<file path="src/rtl/fracn_pkg.sv">
// Package: fracn_pkg
// Shared defaults for the fractional-N divider. The widths here set the
// parameter defaults of every module in the block.
package fracn_pkg;
    // Default width of the integer divide ratio
    localparam int unsigned DEF_INT_W  = 8;
    // Default width of the fractional accumulator
    localparam int unsigned DEF_FRAC_W = 16;

    // Result of one accumulator step: overflow bit and wrapped sum
    typedef struct packed {
        logic        ovf;
        logic [DEF_FRAC_W-1:0] sum;
    } acc_step_t;
endpackage

</file>
<file path="src/rtl/fracn_accum.sv">
// Module: fracn_accum
// Fixed-point phase accumulator. On each step it adds the fraction word to a
// KW-bit running sum that wraps modulo 2^KW. The overflow of the addition
// is offered combinationally (for the reload in the same edge) and is also
// registered as the carry that belongs to the period being launched.
// Assumes: step is high for exactly one cycle per output period.
module fracn_accum #(
    parameter int unsigned KW = fracn_pkg::DEF_FRAC_W
) (
    input  logic          clk,
    input  logic          rst_n,
    input  logic          step,
    input  logic [KW-1:0] frac,
    output logic          carry_next,
    output logic          carry_q
);
    localparam int unsigned SW = KW + 1;

    logic [KW-1:0] acc_q;
    logic [SW-1:0] sum_w;

    // Widened addition exposing the overflow bit
    always_comb begin
        sum_w      = {1'b0, acc_q} + {1'b0, frac};
        carry_next = sum_w[KW];
    end

    // Accumulate once per period; hold otherwise
    always_ff @(posedge clk) begin
        if (!rst_n) begin
            acc_q   <= '0;
            carry_q <= 1'b0;
        end else if (step) begin
            acc_q   <= sum_w[KW-1:0];
            carry_q <= sum_w[KW];
        end
    end


    wrap_carry_chk: assert property (@(posedge clk) disable iff (!rst_n)
        (step && frac != '0) |=> (carry_q == (acc_q < $past(acc_q))));


    hold_between_chk: assert property (@(posedge clk) disable iff (!rst_n)
        !step |=> ($stable(acc_q) && $stable(carry_q)));
endmodule

</file>
<file path="src/rtl/fracn_counter.sv">
// Module: fracn_counter
// Programmable down-counter that sets the modulus. When the count reaches
// zero it reloads to (div_int - 1 + carry_in), so the next period lasts
// div_int or div_int + 1 cycles. The output pulse is registered and follows
// the terminal count by one cycle.
// Assumes: div_int >= 1, so the reload value fits in NW bits.
module fracn_counter #(
    parameter int unsigned NW = fracn_pkg::DEF_INT_W
) (
    input  logic          clk,
    input  logic          rst_n,
    input  logic [NW-1:0] div_int,
    input  logic          carry_in,
    output logic          tc,
    output logic          pulse_q
);
    logic [NW-1:0] cnt_q;
    logic [NW-1:0] reload;

    // Terminal-count decode and next modulus
    always_comb begin
        tc     = (cnt_q == '0);
        reload = div_int - {{(NW-1){1'b0}}, 1'b1} + {{(NW-1){1'b0}}, carry_in};
    end

    // Count down, reload at zero, register the pulse
    always_ff @(posedge clk) begin
        if (!rst_n) begin
            cnt_q   <= '0;
            pulse_q <= 1'b0;
        end else begin
            cnt_q   <= tc ? reload : cnt_q - {{(NW-1){1'b0}}, 1'b1};
            pulse_q <= tc;
        end
    end


    countdown_chk: assert property (@(posedge clk) disable iff (!rst_n)
        !tc |=> (cnt_q == $past(cnt_q) - {{(NW-1){1'b0}}, 1'b1}));


    pulse_single_chk: assert property (@(posedge clk) disable iff (!rst_n)
        (pulse_q && cnt_q != '0) |=> !pulse_q);


    int_nonzero_chk: assert property (@(posedge clk) disable iff (!rst_n)
        tc |-> (div_int != '0));
endmodule

</file>
<file path="src/rtl/fracn_divider.sv">
// Module: fracn_divider
// Top of the fractional-N dual-modulus divider. The counter's terminal count
// steps the accumulator, and the accumulator's overflow picks the next
// modulus on the same edge. Inputs are sampled only at terminal count.
// Assumes: div_int >= 1.
module fracn_divider #(
    parameter int unsigned NW = fracn_pkg::DEF_INT_W,
    parameter int unsigned KW = fracn_pkg::DEF_FRAC_W
) (
    input  logic          clk,
    input  logic          rst_n,
    input  logic [NW-1:0] div_int,
    input  logic [KW-1:0] div_frac,
    output logic          pulse_out,
    output logic          carry_out
);
    logic tc;
    logic carry_next;

    fracn_counter #(.NW(NW)) u_cnt (
        .clk      (clk),
        .rst_n    (rst_n),
        .div_int  (div_int),
        .carry_in (carry_next),
        .tc       (tc),
        .pulse_q  (pulse_out)
    );

    fracn_accum #(.KW(KW)) u_acc (
        .clk        (clk),
        .rst_n      (rst_n),
        .step       (tc),
        .frac       (div_frac),
        .carry_next (carry_next),
        .carry_q    (carry_out)
    );


    carry_on_pulse_chk: assert property (@(posedge clk) disable iff (!rst_n)
        !$stable(carry_out) |-> pulse_out);
endmodule

</file>
<file path="config.mk">
export PLATFORM = sky130hd
export DESIGN_NAME = fracn_divider
export DESIGN_NICKNAME = d
export VERILOG_FILES = /design/src/rtl/fracn_pkg.sv /design/src/rtl/fracn_accum.sv /design/src/rtl/fracn_counter.sv /design/src/rtl/fracn_divider.sv
export SDC_FILE = /design/constraint.sdc
export NUM_CORES = 1
export LEC_CHECK = 0
export BUFFER_PORTS_ARGS = -buffer_cell sky130_fd_sc_hd__buf_2
export CAP_MARGIN = 10
export CORE_MARGIN = 2
export CORE_UTILIZATION = 27
export DETAILED_ROUTE_END_ITERATION = 10
export PLACE_DENSITY = 0.51
export SLEW_MARGIN = 20
export SYNTH_ARGS = -nofsm -noshare
export SYNTH_HDL_FRONTEND = slang
export SYNTH_SLANG_ARGS = --single-unit
export TNS_END_PERCENT = 30
</file>
<file path="constraint.sdc">
create_clock -name clk -period 3.4 [get_ports clk]
set_input_delay 0.68 -clock clk [delete_from_list [all_inputs] [get_ports clk]]
set_output_delay 0.68 -clock clk [all_outputs]
set_load 0.005 [all_outputs]
</file>
# == After elaboration in Yosys (flattened, before gate mapping) ==
# Index checks and enable logic that the tools add are counted.
# word_totals
regBits,26
in_bits,26
out_inout_bits,2
word_cells,10
# classes
n_addsub,4
mux,1
n_reduce_logical,1
# op_table
cell,n
adder 16 x 16 -> 17 bit,1
"subtractor 8 x 1 -> 8 bit, second input constant",2
adder 8 x 1 -> 8 bit,1
zero test 8 bit,1
two-way mux 8 bit,1

# == Logic depth before layout (Yosys ltp) ==
# Gate-level depths: netlist of run 1.
# logic_depth
depth_word,3
ltp_mapped,14
mapped_depth_nobuf,14

# == Cells and area by module ==
# From an unflattened synthesis of run 1, not the netlist that was laid out.
# hier_totals
hier_cells,235
area_unflattened_um2,2074.5
# modules_own_cells
mod,n_inst,cells_each,area_each_um2,seq_area_each_um2
fracn_accum,1,168,1457.6,340.3
fracn_counter,1,67,616.8,180.2

# == Worst setup path before layout of run 1 ==
# No wires, ideal clock.
# synth_path
path_type,input -> register
startpoint,in div_frac[0]
endpoint,reg u_cnt.cnt_q[7]
setup_time_ps,95
arrival_ps,3551
required_time_ps,3305
setup_slack_ps,-246
cell_stages,14
path_buffers,0
path_cell_list,ha_1 -> fa_1 -> a21o_1 -> a311oi_1 -> nor2_1 -> a31oi_1 -> o21a_1 -> ha_1 -> nor3b_1 -> nand2_1 -> or3_1 -> xnor2_1 -> o21ai_0 -> a221oi_1
# synth_between
elab_chain_len,3
# synth_rtl
item,line,text
"start, declared",fracn_divider.sv:13,"input logic [KW-1:0] div_frac,"
adder 16 x 16 -> 17 bit,fracn_accum.sv:24,"sum_w = {1'b0, acc_q} + {1'b0, frac};"
adder 8 x 1 -> 8 bit,fracn_counter.sv:23,"reload = div_int - {{(NW-1){1'b0}}, 1'b1} + {{(NW-1){1'b0}}, carry_in};"
two-way mux 8 bit,fracn_counter.sv:32,"cnt_q <= tc ? reload : cnt_q - {{(NW-1){1'b0}}, 1'b1};"
"end signal, assigned",fracn_counter.sv:32,
"end, declared",fracn_counter.sv:17,logic [NW-1:0] cnt_q;
# No other way between the ends.
# A chain may end at the register's enable or synchronous reset.

# == Worst setup path after layout of run 1 ==
# Ends and elaborated chain as after synthesis.

==> reports/qor.txt, run 1 <==
vias post-DR = 1852
sequential fraction of the synthesis area = 27.2%
Yosys warnings = 0
Layout Utilization = 35.0%
RSZ-0062 raised after global routing = yes
layout cells sized above 1 = 25.5%
syn_nets = 277
Synth Area per Inst = 8.28 µm²
Layout area overhead = 25.1%
CTS tree = yes
number of global-route vias before repair = 1789
Yosys reg bits = 26
DP Area = 0.00230 mm²
Reg2Reg Depth = 14
Crit Path Class = in -> reg
multiplexer share of the synthesized area = 0.523%
final clock skew = 0.00871 ns
CTS Buf Count = 3
most common cell after layout, fill and taps aside = buf_2
# setup viols final = 0
CTS HTree Levels = 1
Hold Buf Count CTS = 0
commonest non-fill, non-tap cells in the layout = buf_2 (27), dfxtp_1 (26), buf_4 (25)
leakage = 1.06 nW
Distinct cells, synth = 47
Worst-path clk slew = 0.10 ns
Final Max Slew Viols = 0
Setup TNS = 0 ns
Final Cell Area = 0.00239 mm²
Initial Utilization = 28.0%
Power Total = 1.84 mW
Relative slew margins = 46.9%
num ports = 28
Die Area = 0.00777 mm²
core area = 0.00683 mm²
via/cell ratio = 4.99
Fillers = 746
final net count = 322
Die Wd = 88.2 µm
Synth Area in Compound Gates = 25.5%
Max Clk Rate = 299 MHz
largest net degree at the start of global routing = 29
GPL Wtd Cong = 0.787
status = finished clean
pre-CTS WS = -0.357 ns
pwr dens = 770 mW/mm²
crit-path max FO = 2
DRC = 0
CTS Sinks = 26
ys flop type = dfxtp_1
wire length of the first global-routing pass = 8160 µm
root buf cell = clkbuf_8
Hold Slack = 0.460 ns
total gr overflow = 0
largest family of logic cells by synthesized area = compound AO/OA/AOI/OAI gates
Hold Crit Depth = 2
EDFF count, synth = 0
startpoint types = primary input
Tcrit/Tclk final = 98.5%
hold crit path type = reg -> reg
Synth Area in Simple Gates = 23.0%
Skew-Pair Late Insertion Delay = 0.28 ns
aggregate global-route resource usage = 13.0%
first-pass detailed-route iteration total = 4
Longest Clk Path Bufs = 2
setup ws final = 0.0520 ns
ys async rst share = 0%
1st-iter DRT viols = 71
initial antenna violation count = 0
Routed WL = 4890 µm
drt wl/cell = 13.2 µm
Max VDD drop = 262 µV
detailed placer's ending HPWL = 3590 µm
n_diodes = 0
total of max-cap violations = 0
min Tclk post-route = 3.35 ns
filler-free cell count of the finished design = 371
Placed Cells = 366
xor and xnor area share after synthesis = 5.95%
Post-Synth Adder-Cell Area = 13.5%
worst path required time = 3.58 ns
Mapped Area = 0.00191 mm²
Routed Antenna Nets = 0
IO Port Bufs = 27
Worst Path Arrival = 3.53 ns
chip height = 88.2 µm
Fin. Hold Viols = 0
Mapped Cells = 231
num rows = 30
worst-margin pin slew = 0.795 ns
CP Capture Type = flop
==> area by class of cell <==
type,count,area [µm²],share of cell area (%)
clock buffer,3,41.3,1.73
timing repair buffer,52,323,13.5
clock inverter,1,30.0,1.25
sequential,26,520,21.7
multi-input combinational,186,1330,55.7
tap,96,120,5.02
inverter,7,26.3,1.10
==> flip-flops by register name, summed over array words and instances (netlist names) <==
| register | cells |
|---|---|
| u_acc.acc_q | 16 |
| u_acc.carry_q | 1 |
| u_cnt.cnt_q | 8 |
| u_cnt.pulse_q | 1 |
==> synthesized netlist by cell type (2+ instances only) <==
master	n	share of area, %
nand2_1	22	4.3
and4_1	2	0.92
a221oi_1	2	0.92
nor4_1	3	0.98
xor2_1	3	1.4
o21a_1	2	0.78
o211ai_1	3	1.2
dfxtp_1	26	27
a21o_1	8	3.1
nand3_1	9	2.4
a31oi_1	2	0.65
or3_1	4	1.3
nand4_1	4	1.3
and3_1	6	2.0
xnor2_1	10	4.6
clkbuf_1	7	1.4
a21oi_1	20	5.2
a211oi_1	8	3.1
a311oi_1	2	0.92
inv_1	7	1.4
a311o_1	4	2.1
ha_1	19	12
nor2_1	14	2.7
a31o_2	4	1.8
buf_2	3	0.78
nor3_1	8	2.1
o21ai_0	8	2.1
nand2b_1	2	0.65
==> layer usage <==
| layer | global-route usage, % | part of all wire, % | vias up |
|---|---|---|---|
| li1 | - | - | 958 |
| met2 | 22.3 | 46 | 36 |
| met5 | 0 | 0 | - |
| met1 | 17.3 | 49 | 856 |
| met4 | 2.48 | 0.72 | 0 |
| met3 | 2.17 | 3.6 | 2 |
==> repair_timing <==
| item | in CTS | in global routing |
|---|---|---|
| gates resized for setup | 1 | 2 |
| pin swaps | 1 | 2 |
| endpoints found under the setup margin | 1 | 2 |
| buffers inserted | 0 | 1 |
==> logic make-up after synthesis <==
| kind of cell | Yosys count |
|---|---|
| simple gates | 82 |
| compound gates | 70 |
| flops | 26 |
| fa+ha+maj | 20 |
| buf+inv | 19 |
| xor+xnor | 13 |
| mux | 1 |
==> path summary, 6_finish.rpt <==
check | end | start | slack [ns]
worst max-delay path | u_cnt.cnt_q[7]$_SDFF_PN0_ | div_frac[0] | 0.05
worst min-delay path | u_acc.acc_q[5]$_SDFFE_PN0P_ | u_acc.acc_q[5]$_SDFFE_PN0P_ | 0.46
worst max register to register | u_cnt.cnt_q[7]$_SDFF_PN0_ | u_acc.acc_q[0]$_SDFFE_PN0P_ | 0.24
worst min register to register | u_acc.acc_q[5]$_SDFFE_PN0P_ | u_acc.acc_q[5]$_SDFFE_PN0P_ | 0.46
==> critical path: stages <==
cell and delay, ns:
buf_2 0.10, ha_1 0.21, fa_2 0.35, a21o_1 0.19, a311oi_2 0.19, nor2_1 0.10, a31oi_2 0.24, o21a_1 0.17
ha_2 0.19, nor3b_2 0.18, nand2_1 0.09, or3_1 0.32, xnor2_1 0.13, o21ai_0 0.09, a221oi_1 0.27
==> power breakdown <==
| group | total [mW] | leakage (nW) | switching (mW) | internal (mW) |
|---|---|---|---|---|
| sequential | 0.513 | 0.213 | 0.0919 | 0.421 |
| combinational | 1.06 | 0.807 | 0.570 | 0.488 |
| clock | 0.273 | 0.0357 | 0.115 | 0.158 |
(Power assumes the default switching activity.)
==> run 2, diff against run 1 <==
--- a/config.mk
+++ b/config.mk
@@ -7,6 +7,7 @@
 export LEC_CHECK = 0
 export BUFFER_PORTS_ARGS = -buffer_cell sky130_fd_sc_hd__buf_2
 export CAP_MARGIN = 10
+export CORE_ASPECT_RATIO = 0.75
 export CORE_MARGIN = 2
 export CORE_UTILIZATION = 27
 export DETAILED_ROUTE_END_ITERATION = 10
==> run 2 against run 1 <==
  * Power decreased by 0.22%
  * Cell count decreased by 3.8%
  * Sequential share of layout area about the same
  * Critical path depth unchanged
  * Global-route usage decreased by 0.30 points
  * Cell area about the same
  * Hold slack improved by 0.0020 ns
  * Largest power group unchanged
  * Highest routed layer unchanged
==> reports/qor.txt, run 2 (synthesis gave the netlist of run 1 again) <==
Initial Utilization = 28.0% (unchanged)
n_diodes = 0 (unchanged)
hold crit path type = reg -> reg (unchanged)
Max VDD drop = 197 µV (was 262 µV)
number of global-route vias before repair = 1740 (was 1789)
Placed Cells = 351 (was 366)
Hold Buf Count CTS = 0 (unchanged)
met3 global-route usage = 2.55% (was 2.17%)
final clock skew = 0.00412 ns (was 0.00871 ns)
Layout area overhead = 25.2% (was 25.1%)
Top delay family on crit path = compound AO/OA/AOI/OAI gates (unchanged)
GPL Wtd Cong = 0.789 (was 0.787)
Skew-Pair Late Insertion Delay = 0.28 ns (about the same)
min Tclk post-route = 3.37 ns (was 3.35 ns)
Die Area = 0.00778 mm² (was 0.00777 mm²)
num rows = 26 (was 30)
root buf cell = clkbuf_8 (unchanged)
pwr dens = 768 mW/mm² (was 770 mW/mm²)
Final Max Slew Viols = 0 (unchanged)
wire length of the first global-routing pass = 8110 µm (was 8160 µm)
Layout Utilization = 35.1% (was 35.0%)
drt wl/cell = 13.4 µm (was 13.2 µm)
commonest non-fill, non-tap cells in the layout = buf_2 (26), dfxtp_1 (26), buf_4 (23) (was buf_2 (27), dfxtp_1 (26), buf_4 (25))
Buf/Inv on CP = 1 (unchanged)
1st-iter DRT viols = 86 (was 71)
Crit Path Class = in -> reg (unchanged)
Crit. Startpoint = div_frac[0] (unchanged)
Routed WL = 4790 µm (was 4890 µm)
Tcrit/Tclk final = 99.0% (was 98.5%)
aggregate global-route resource usage = 12.7% (was 13.0%)
DRC = 0 (unchanged)
Longest Clk Path Bufs = 2 (unchanged)
core area = 0.00683 mm² (unchanged)
crit-path max FO = 2 (unchanged)
startpoint types = primary input (unchanged)
CP max stage delay = 0.34 ns (was 0.35 ns)
detailed placer's ending HPWL = 3490 µm (was 3590 µm)
CTS tree = yes (unchanged)
hold_sp = u_acc.acc_q[7]$_SDFFE_PN0P_ (was u_acc.acc_q[5]$_SDFFE_PN0P_)
worst-margin pin slew = 0.788 ns (was 0.795 ns)
M1 GR Usage = 18.4% (was 17.3%)
via/cell ratio = 5.12 (was 4.99)
Crit-path slowest cell = or3_4 (was fa_2)
IO Port Bufs = 27 (unchanged)
Worst-path clk slew = 0.10 ns (about the same)
register name with the most flops = u_acc.acc_q (unchanged)
CTS Sinks = 26 (unchanged)
leakage = 1.05 nW (was 1.06 nW)
M2 GR Usage = 19.3% (was 22.3%)
Die Wd = 101 µm (was 88.2 µm)
Worst Path Arrival = 3.55 ns (was 3.53 ns)
Fin. Hold Viols = 0 (unchanged)
filler-free cell count of the finished design = 357 (was 371)
FF-to-FF Start = u_acc.acc_q[0]$_SDFFE_PN0P_ (unchanged)
first-pass detailed-route iteration total = 4 (unchanged)
Fillers = 742 (was 746)
worst path required time = 3.58 ns (about the same)
CTS HTree Levels = 1 (unchanged)
RSZ-0062 raised after global routing = yes (unchanged)
status = finished clean (unchanged)
# setup viols final = 0 (unchanged)
CP Capture Type = flop (unchanged)
vias post-DR = 1828 (was 1852)
final net count = 320 (was 322)
total of max-cap violations = 0 (unchanged)
Max Clk Rate = 297 MHz (was 299 MHz)
initial antenna violation count = 0 (unchanged)
largest net degree at the start of global routing = 29 (unchanged)
Relative slew margins = 47.4% (was 46.9%)
Routed Antenna Nets = 0 (unchanged)
CTS Buf Count = 3 (unchanged)
most used routing layer in global routing = met2 (unchanged)
Critical Path, Cell by Cell = buf_6, ha_4, fa_2, a21o_1, a311oi_2, nor2_1, a31oi_1, o21a_1, ha_2, nor3b_4, nand2_1, or3_4, xnor2_2, o21ai_1, a221oi_1 (was buf_2, ha_1, fa_2, a21o_1, a311oi_2, nor2_1, a31oi_2, o21a_1, ha_2, nor3b_2, nand2_1, or3_1, xnor2_1, o21ai_0, a221oi_1)
Largest register FFs = 16 (unchanged)
num ports = 28 (unchanged)
chip height = 76.9 µm (was 88.2 µm)
total gr overflow = 0 (unchanged)
largest registers = u_acc.acc_q (16), u_cnt.cnt_q (8) (unchanged)
layout cells sized above 1 = 25.6% (was 25.5%)
[run 2: through the flow]
step           setup WS (ns)  hold WS, ns  total power [mW]  setup TNS, ns  area (µm²)
2_1_floorplan        -0.0213        0.436              1.26        -0.0213        1920
3_3_place_gp          -0.179        0.447              1.54         -0.186        2260
3_5_place_dp          -0.329        0.453              1.54         -0.424        2260
4_1_cts              0.00955        0.471              1.82              0        2340
5_1_grt               -0.113        0.496              2.01         -0.113        2390
6_report              0.0347        0.462              1.84              0        2390
[run 2: area by class of cell]
class                      instances  area (µm²)  area share [%]
clock buffer                       3        41.3            1.72
tap                               84         105            4.39
clock inverter                     1        30.0            1.25
multi-input combinational        186        1360            56.7
inverter                           7        26.3            1.10
sequential                        26         520            21.7
timing repair buffer              50         314            13.1
[run 2: metal layers]
layer,up-vias,wire length [µm]
met1,831,2440
met3,2,214
li1,953,-
met5,-,0
met2,42,2100
met4,0,29
[run 2: path summary, 6_finish.rpt]
path         depth (start not counted)  slack, ns                           to
max reg2reg                         14       0.17    u_cnt.cnt_q[7]$_SDFF_PN0_
min reg2reg                          2       0.46  u_acc.acc_q[7]$_SDFFE_PN0P_
min                                  2       0.46  u_acc.acc_q[7]$_SDFFE_PN0P_
max                                 15       0.03    u_cnt.cnt_q[7]$_SDFF_PN0_
[run 2: worst register-to-register path: stages, from the launching register on]
cell and delay (ns):
dfxtp_1 0.35, ha_4 0.17, fa_2 0.33, a21o_1 0.22, a311oi_2 0.21, nor2_1 0.10, a31oi_1 0.21, o21a_1 0.19
ha_2 0.21, nor3b_4 0.20, nand2_1 0.09, or3_4 0.34, xnor2_2 0.16, o21ai_1 0.08, a221oi_1 0.28
[run 2: where the power goes]
group          internal [mW]  total (mW)  switching (mW)  leakage, nW
clock                  0.158       0.271           0.113       0.0357
sequential             0.421       0.514          0.0931        0.213
combinational          0.490        1.05           0.564        0.804
[run 2: timing repair]
| item | CTS | global route |
|---|---|---|
| setup buffers | 1 | 1 |
| gates cloned | 0 | 0 |
| pin swaps | 1 | 7 |
| setup endpoints to repair | 1 | 2 |
| gates resized for setup | 0 | 9 |
==> run 3, diff against run 2 <==
--- a/config.mk
+++ b/config.mk
@@ -15,5 +15,6 @@
 export SLEW_MARGIN = 20
 export SYNTH_ARGS = -nofsm -noshare
 export SYNTH_HDL_FRONTEND = slang
+export SYNTH_HIERARCHICAL = 1
 export SYNTH_SLANG_ARGS = --single-unit
 export TNS_END_PERCENT = 30
==> run 3 against run 2 <==
  * Sequential power down 4.9%
  * Global-route usage shrank 0.91 points
  * Sequential share of layout area down 0.65 points
  * Synthesized cell count grew 1.7%
  * Routed wire length shrank 2.5%
  * Power down 5.0%
  * Fmax increased by 4.9%
  * Register-to-register slack better by 0.21 ns
  * Via count fell by 1.7%
  * Worst setup slack improved by 0.16 ns
  * Critical path depth unchanged
==> reports/qor.txt, run 3 <==
status = finished clean (unchanged)
CP max stage delay = 0.49 ns (was 0.34 ns)
Mapped Cells = 235 (was 231)
FF-to-FF End = u_cnt/cnt_q[5]$_SDFF_PN0_ (was u_cnt.cnt_q[7]$_SDFF_PN0_)
first-pass detailed-route iteration total = 4 (unchanged)
Mapped Area = 0.00207 mm² (was 0.00191 mm²)
Worst-path clk slew = 0.10 ns (about the same)
number of global-route vias before repair = 1759 (was 1740)
pwr dens = 708 mW/mm² (was 768 mW/mm²)
drt wl/cell = 12.5 µm (was 13.4 µm)
final clock skew = 0.00361 ns (was 0.00412 ns)
Relative slew margins = 62.5% (was 47.4%)
FF-to-FF Start = u_acc/acc_q[0]$_SDFFE_PN0P_ (was u_acc.acc_q[0]$_SDFFE_PN0P_)
Die Area = 0.00841 mm² (was 0.00778 mm²)
hold crit path type = reg -> reg (unchanged)
root buf cell = clkbuf_8 (unchanged)
n_diodes = 0 (unchanged)
IO Port Bufs = 27 (unchanged)
CTS tree = yes (unchanged)
worst path required time = 3.57 ns (was 3.58 ns)
pre-CTS WS = -0.266 ns (was -0.329 ns)
Fin. Hold Viols = 0 (unchanged)
startpoint types = primary input (unchanged)
final net count = 322 (was 320)
Crit Path Class = in -> reg (unchanged)
RSZ-0062 raised after global routing = no (was yes)
Setup TNS = 0 ns (unchanged)
layout cells sized above 1 = 23.1% (was 25.6%)
Die Wd = 105 µm (was 101 µm)
EDFF count, synth = 0 (unchanged)
Synth area leader = dfxtp_1 (unchanged)
reg2reg setup slack = 0.38 ns (was 0.17 ns)
largest registers = u_acc/acc_q (16), u_cnt/cnt_q (8) (was u_acc.acc_q (16), u_cnt.cnt_q (8))
Longest Clk Path Bufs = 2 (unchanged)
Synth Area per Inst = 8.83 µm² (was 8.28 µm²)
largest cells by area after synthesis = dfxtp_1 (25%), ha_1 (13%), mux2i_1 (3.9%) (was dfxtp_1 (27%), ha_1 (12%), a21oi_1 (5.2%))
Max VDD drop = 292 µV (was 197 µV)
Layout area overhead = 19.0% (was 25.2%)
commonest non-fill, non-tap cells in the layout = buf_2 (27), dfxtp_1 (26), ha_1 (21) (was buf_2 (26), dfxtp_1 (26), buf_4 (23))
CP Capture Type = flop (unchanged)
worst-margin pin slew = 0.562 ns (was 0.788 ns)
sequential fraction of the synthesis area = 25.1% (was 27.2%)
Largest register FFs = 16 (unchanged)
GPL Wtd Cong = 0.783 (was 0.789)
Yosys warnings = 6 (was 0)
num ports = 28 (unchanged)
largest net degree at the start of global routing = 29 (unchanged)
1st-iter DRT viols = 74 (was 86)
top sig layer = met4 (unchanged)
chip height = 79.9 µm (was 76.9 µm)
aggregate global-route resource usage = 11.8% (was 12.7%)
Tcrit/Tclk final = 94.3% (was 99.0%)
num rows = 27 (was 26)
CTS HTree Levels = 1 (unchanged)
Final Max Slew Viols = 0 (unchanged)
Initial Utilization = 28.0% (about the same)
initial antenna violation count = 0 (unchanged)
Distinct cells, synth = 54 (was 47)
Hold Buf Count CTS = 0 (unchanged)
CTS Sinks = 26 (unchanged)
# setup viols final = 0 (unchanged)
DRC = 0 (unchanged)
WL met3 = 210 µm (was 214 µm)
vias post-DR = 1797 (was 1828)
Routed Antenna Nets = 0 (unchanged)
Worst Path Arrival = 3.38 ns (was 3.55 ns)
detailed placer's ending HPWL = 3600 µm (was 3490 µm)
Layout Utilization = 33.4% (was 35.1%)
Power Total = 1.75 mW (was 1.84 mW)
Reg2Reg Depth = 14 (unchanged)
Skew-Pair Late Insertion Delay = 0.28 ns (about the same)
Fillers = 783 (was 742)
ys async rst share = 0% (unchanged)
register name with the most flops = u_acc/acc_q (was u_acc.acc_q)
Yosys reg bits = 26 (unchanged)
setup ws final = 0.192 ns (was 0.0347 ns)
syn_nets = 283 (was 277)
Crit. Startpoint = div_frac[0] (unchanged)
min Tclk post-route = 3.21 ns (was 3.37 ns)
most common cell after layout, fill and taps aside = buf_2
Max Clk Rate = 312 MHz (was 297 MHz)
hold_sp = u_acc/acc_q[15]$_SDFFE_PN0P_ (was u_acc.acc_q[7]$_SDFFE_PN0P_)
leakage = 1.10 nW (was 1.05 nW)
Crit-path slowest cell = or3b_2 (was or3_4)
core area = 0.00740 mm² (was 0.00683 mm²)
CTS Buf Count = 3 (unchanged)
most numerous cell in the Yosys netlist = dfxtp_1 (unchanged)
total of max-cap violations = 0 (unchanged)
Critical Path, Cell by Cell = buf_2, ha_1, fa_1, a211oi_2, o21ai_2, a31oi_2, nand2_1, nand3_1, nand2_1, inv_1, ha_1, or3b_2, nor3_2, xnor2_1, o22ai_1 (was buf_6, ha_4, fa_2, a21o_1, a311oi_2, nor2_1, a31oi_1, o21a_1, ha_2, nor3b_4, nand2_1, or3_4, xnor2_2, o21ai_1, a221oi_1)
via/cell ratio = 4.80 (was 5.12)
crit-path max FO = 3 (was 2)
wire length of the first global-routing pass = 8170 µm (was 8110 µm)
synth cell count leaders = dfxtp_1 (26), ha_1 (21), nand2_1 (20) (was dfxtp_1 (26), nand2_1 (22), a21oi_1 (20))
post-synth top area share = 25.1% (was 27.2%)
M1 WL = 2500 µm (was 2440 µm)
WL met2 = 1950 µm (was 2100 µm)
Min-Delay Endpoint = u_acc/acc_q[15]$_SDFFE_PN0P_ (was u_acc.acc_q[7]$_SDFFE_PN0P_)
Hold Crit Depth = 2 (unchanged)
total gr overflow = 0 (unchanged)
ys flop type = dfxtp_1 (unchanged)
Routed WL = 4670 µm (was 4790 µm)
run 3: kinds of logic after synthesis:
group / Yosys count / synth area share (%)
simple gates: 84 / 23.5
compound gates: 63 / 22.4
flops: 26 / 25.1
fa+ha+maj: 22 / 13.6
xor+xnor: 17 / 7.18
buf+inv: 15 / 4.28
mux: 8 / 3.86
run 3: report_power, final:
part	leakage, nW	internal (mW)	switching, mW
registers	0.213	0.413	0.0757
logic	0.855	0.469	0.521
clock network	0.0357	0.158	0.112
total	1.10	1.04	0.708
run 3: through the flow:
step	cells	hold slack, ns	cell area, µm²
floorplan	235	0.431	2070
CTS	373	0.463	2450
finish	374	0.463	2470
global route	374	0.491	2470
global placement	369	0.441	2380
detailed placement	369	0.448	2380
run 3: timing repair:
action                                  in CTS  in global routing
endpoints found under the setup margin       0                  5
gates resized for setup                      0                  2
setup buffers                                0                  1
run 3: critical path: cells and delay by family:
family / cells / cell delay, ns
AOI/OAI and AO/OA: 4 / 0.71
xor gates and xnor gates: 1 / 0.15
buffers and inverters: 2 / 0.17
and+or+nand+nor: 5 / 0.92
adders and majority gates: 3 / 0.75
run 3: area by class of cell:
type	count	area (µm²)	share of cell area (%)
Multi-Input combinational cell	194	1480	59.8
Sequential cell	26	520	21.1
Timing Repair Buffer	42	248	10.0
Tap cell	101	126	5.12
Clock buffer	3	41.3	1.67
Clock inverter	1	30.0	1.22
Inverter	7	26.3	1.06
run 3: worst max-delay path by stage:
stage / end / cells past startpoint
finish: u_cnt/cnt_q[5]$_SDFF_PN0_ / 15
global route: u_cnt/cnt_q[7]$_SDFF_PN0_ / 15
global placement: u_cnt/cnt_q[5]$_SDFF_PN0_ / 15
detailed placement: u_cnt/cnt_q[5]$_SDFF_PN0_ / 15
floorplan: u_cnt/cnt_q[5]$_SDFF_PN0_ / 14
CTS: u_cnt/cnt_q[5]$_SDFF_PN0_ / 15
run 3: routing by layer:
metal,up-vias,global-route usage [%]
met5,-,0
met4,0,1.20
met3,2,2.86
met2,29,18.5
met1,820,16.8
li1,946,-
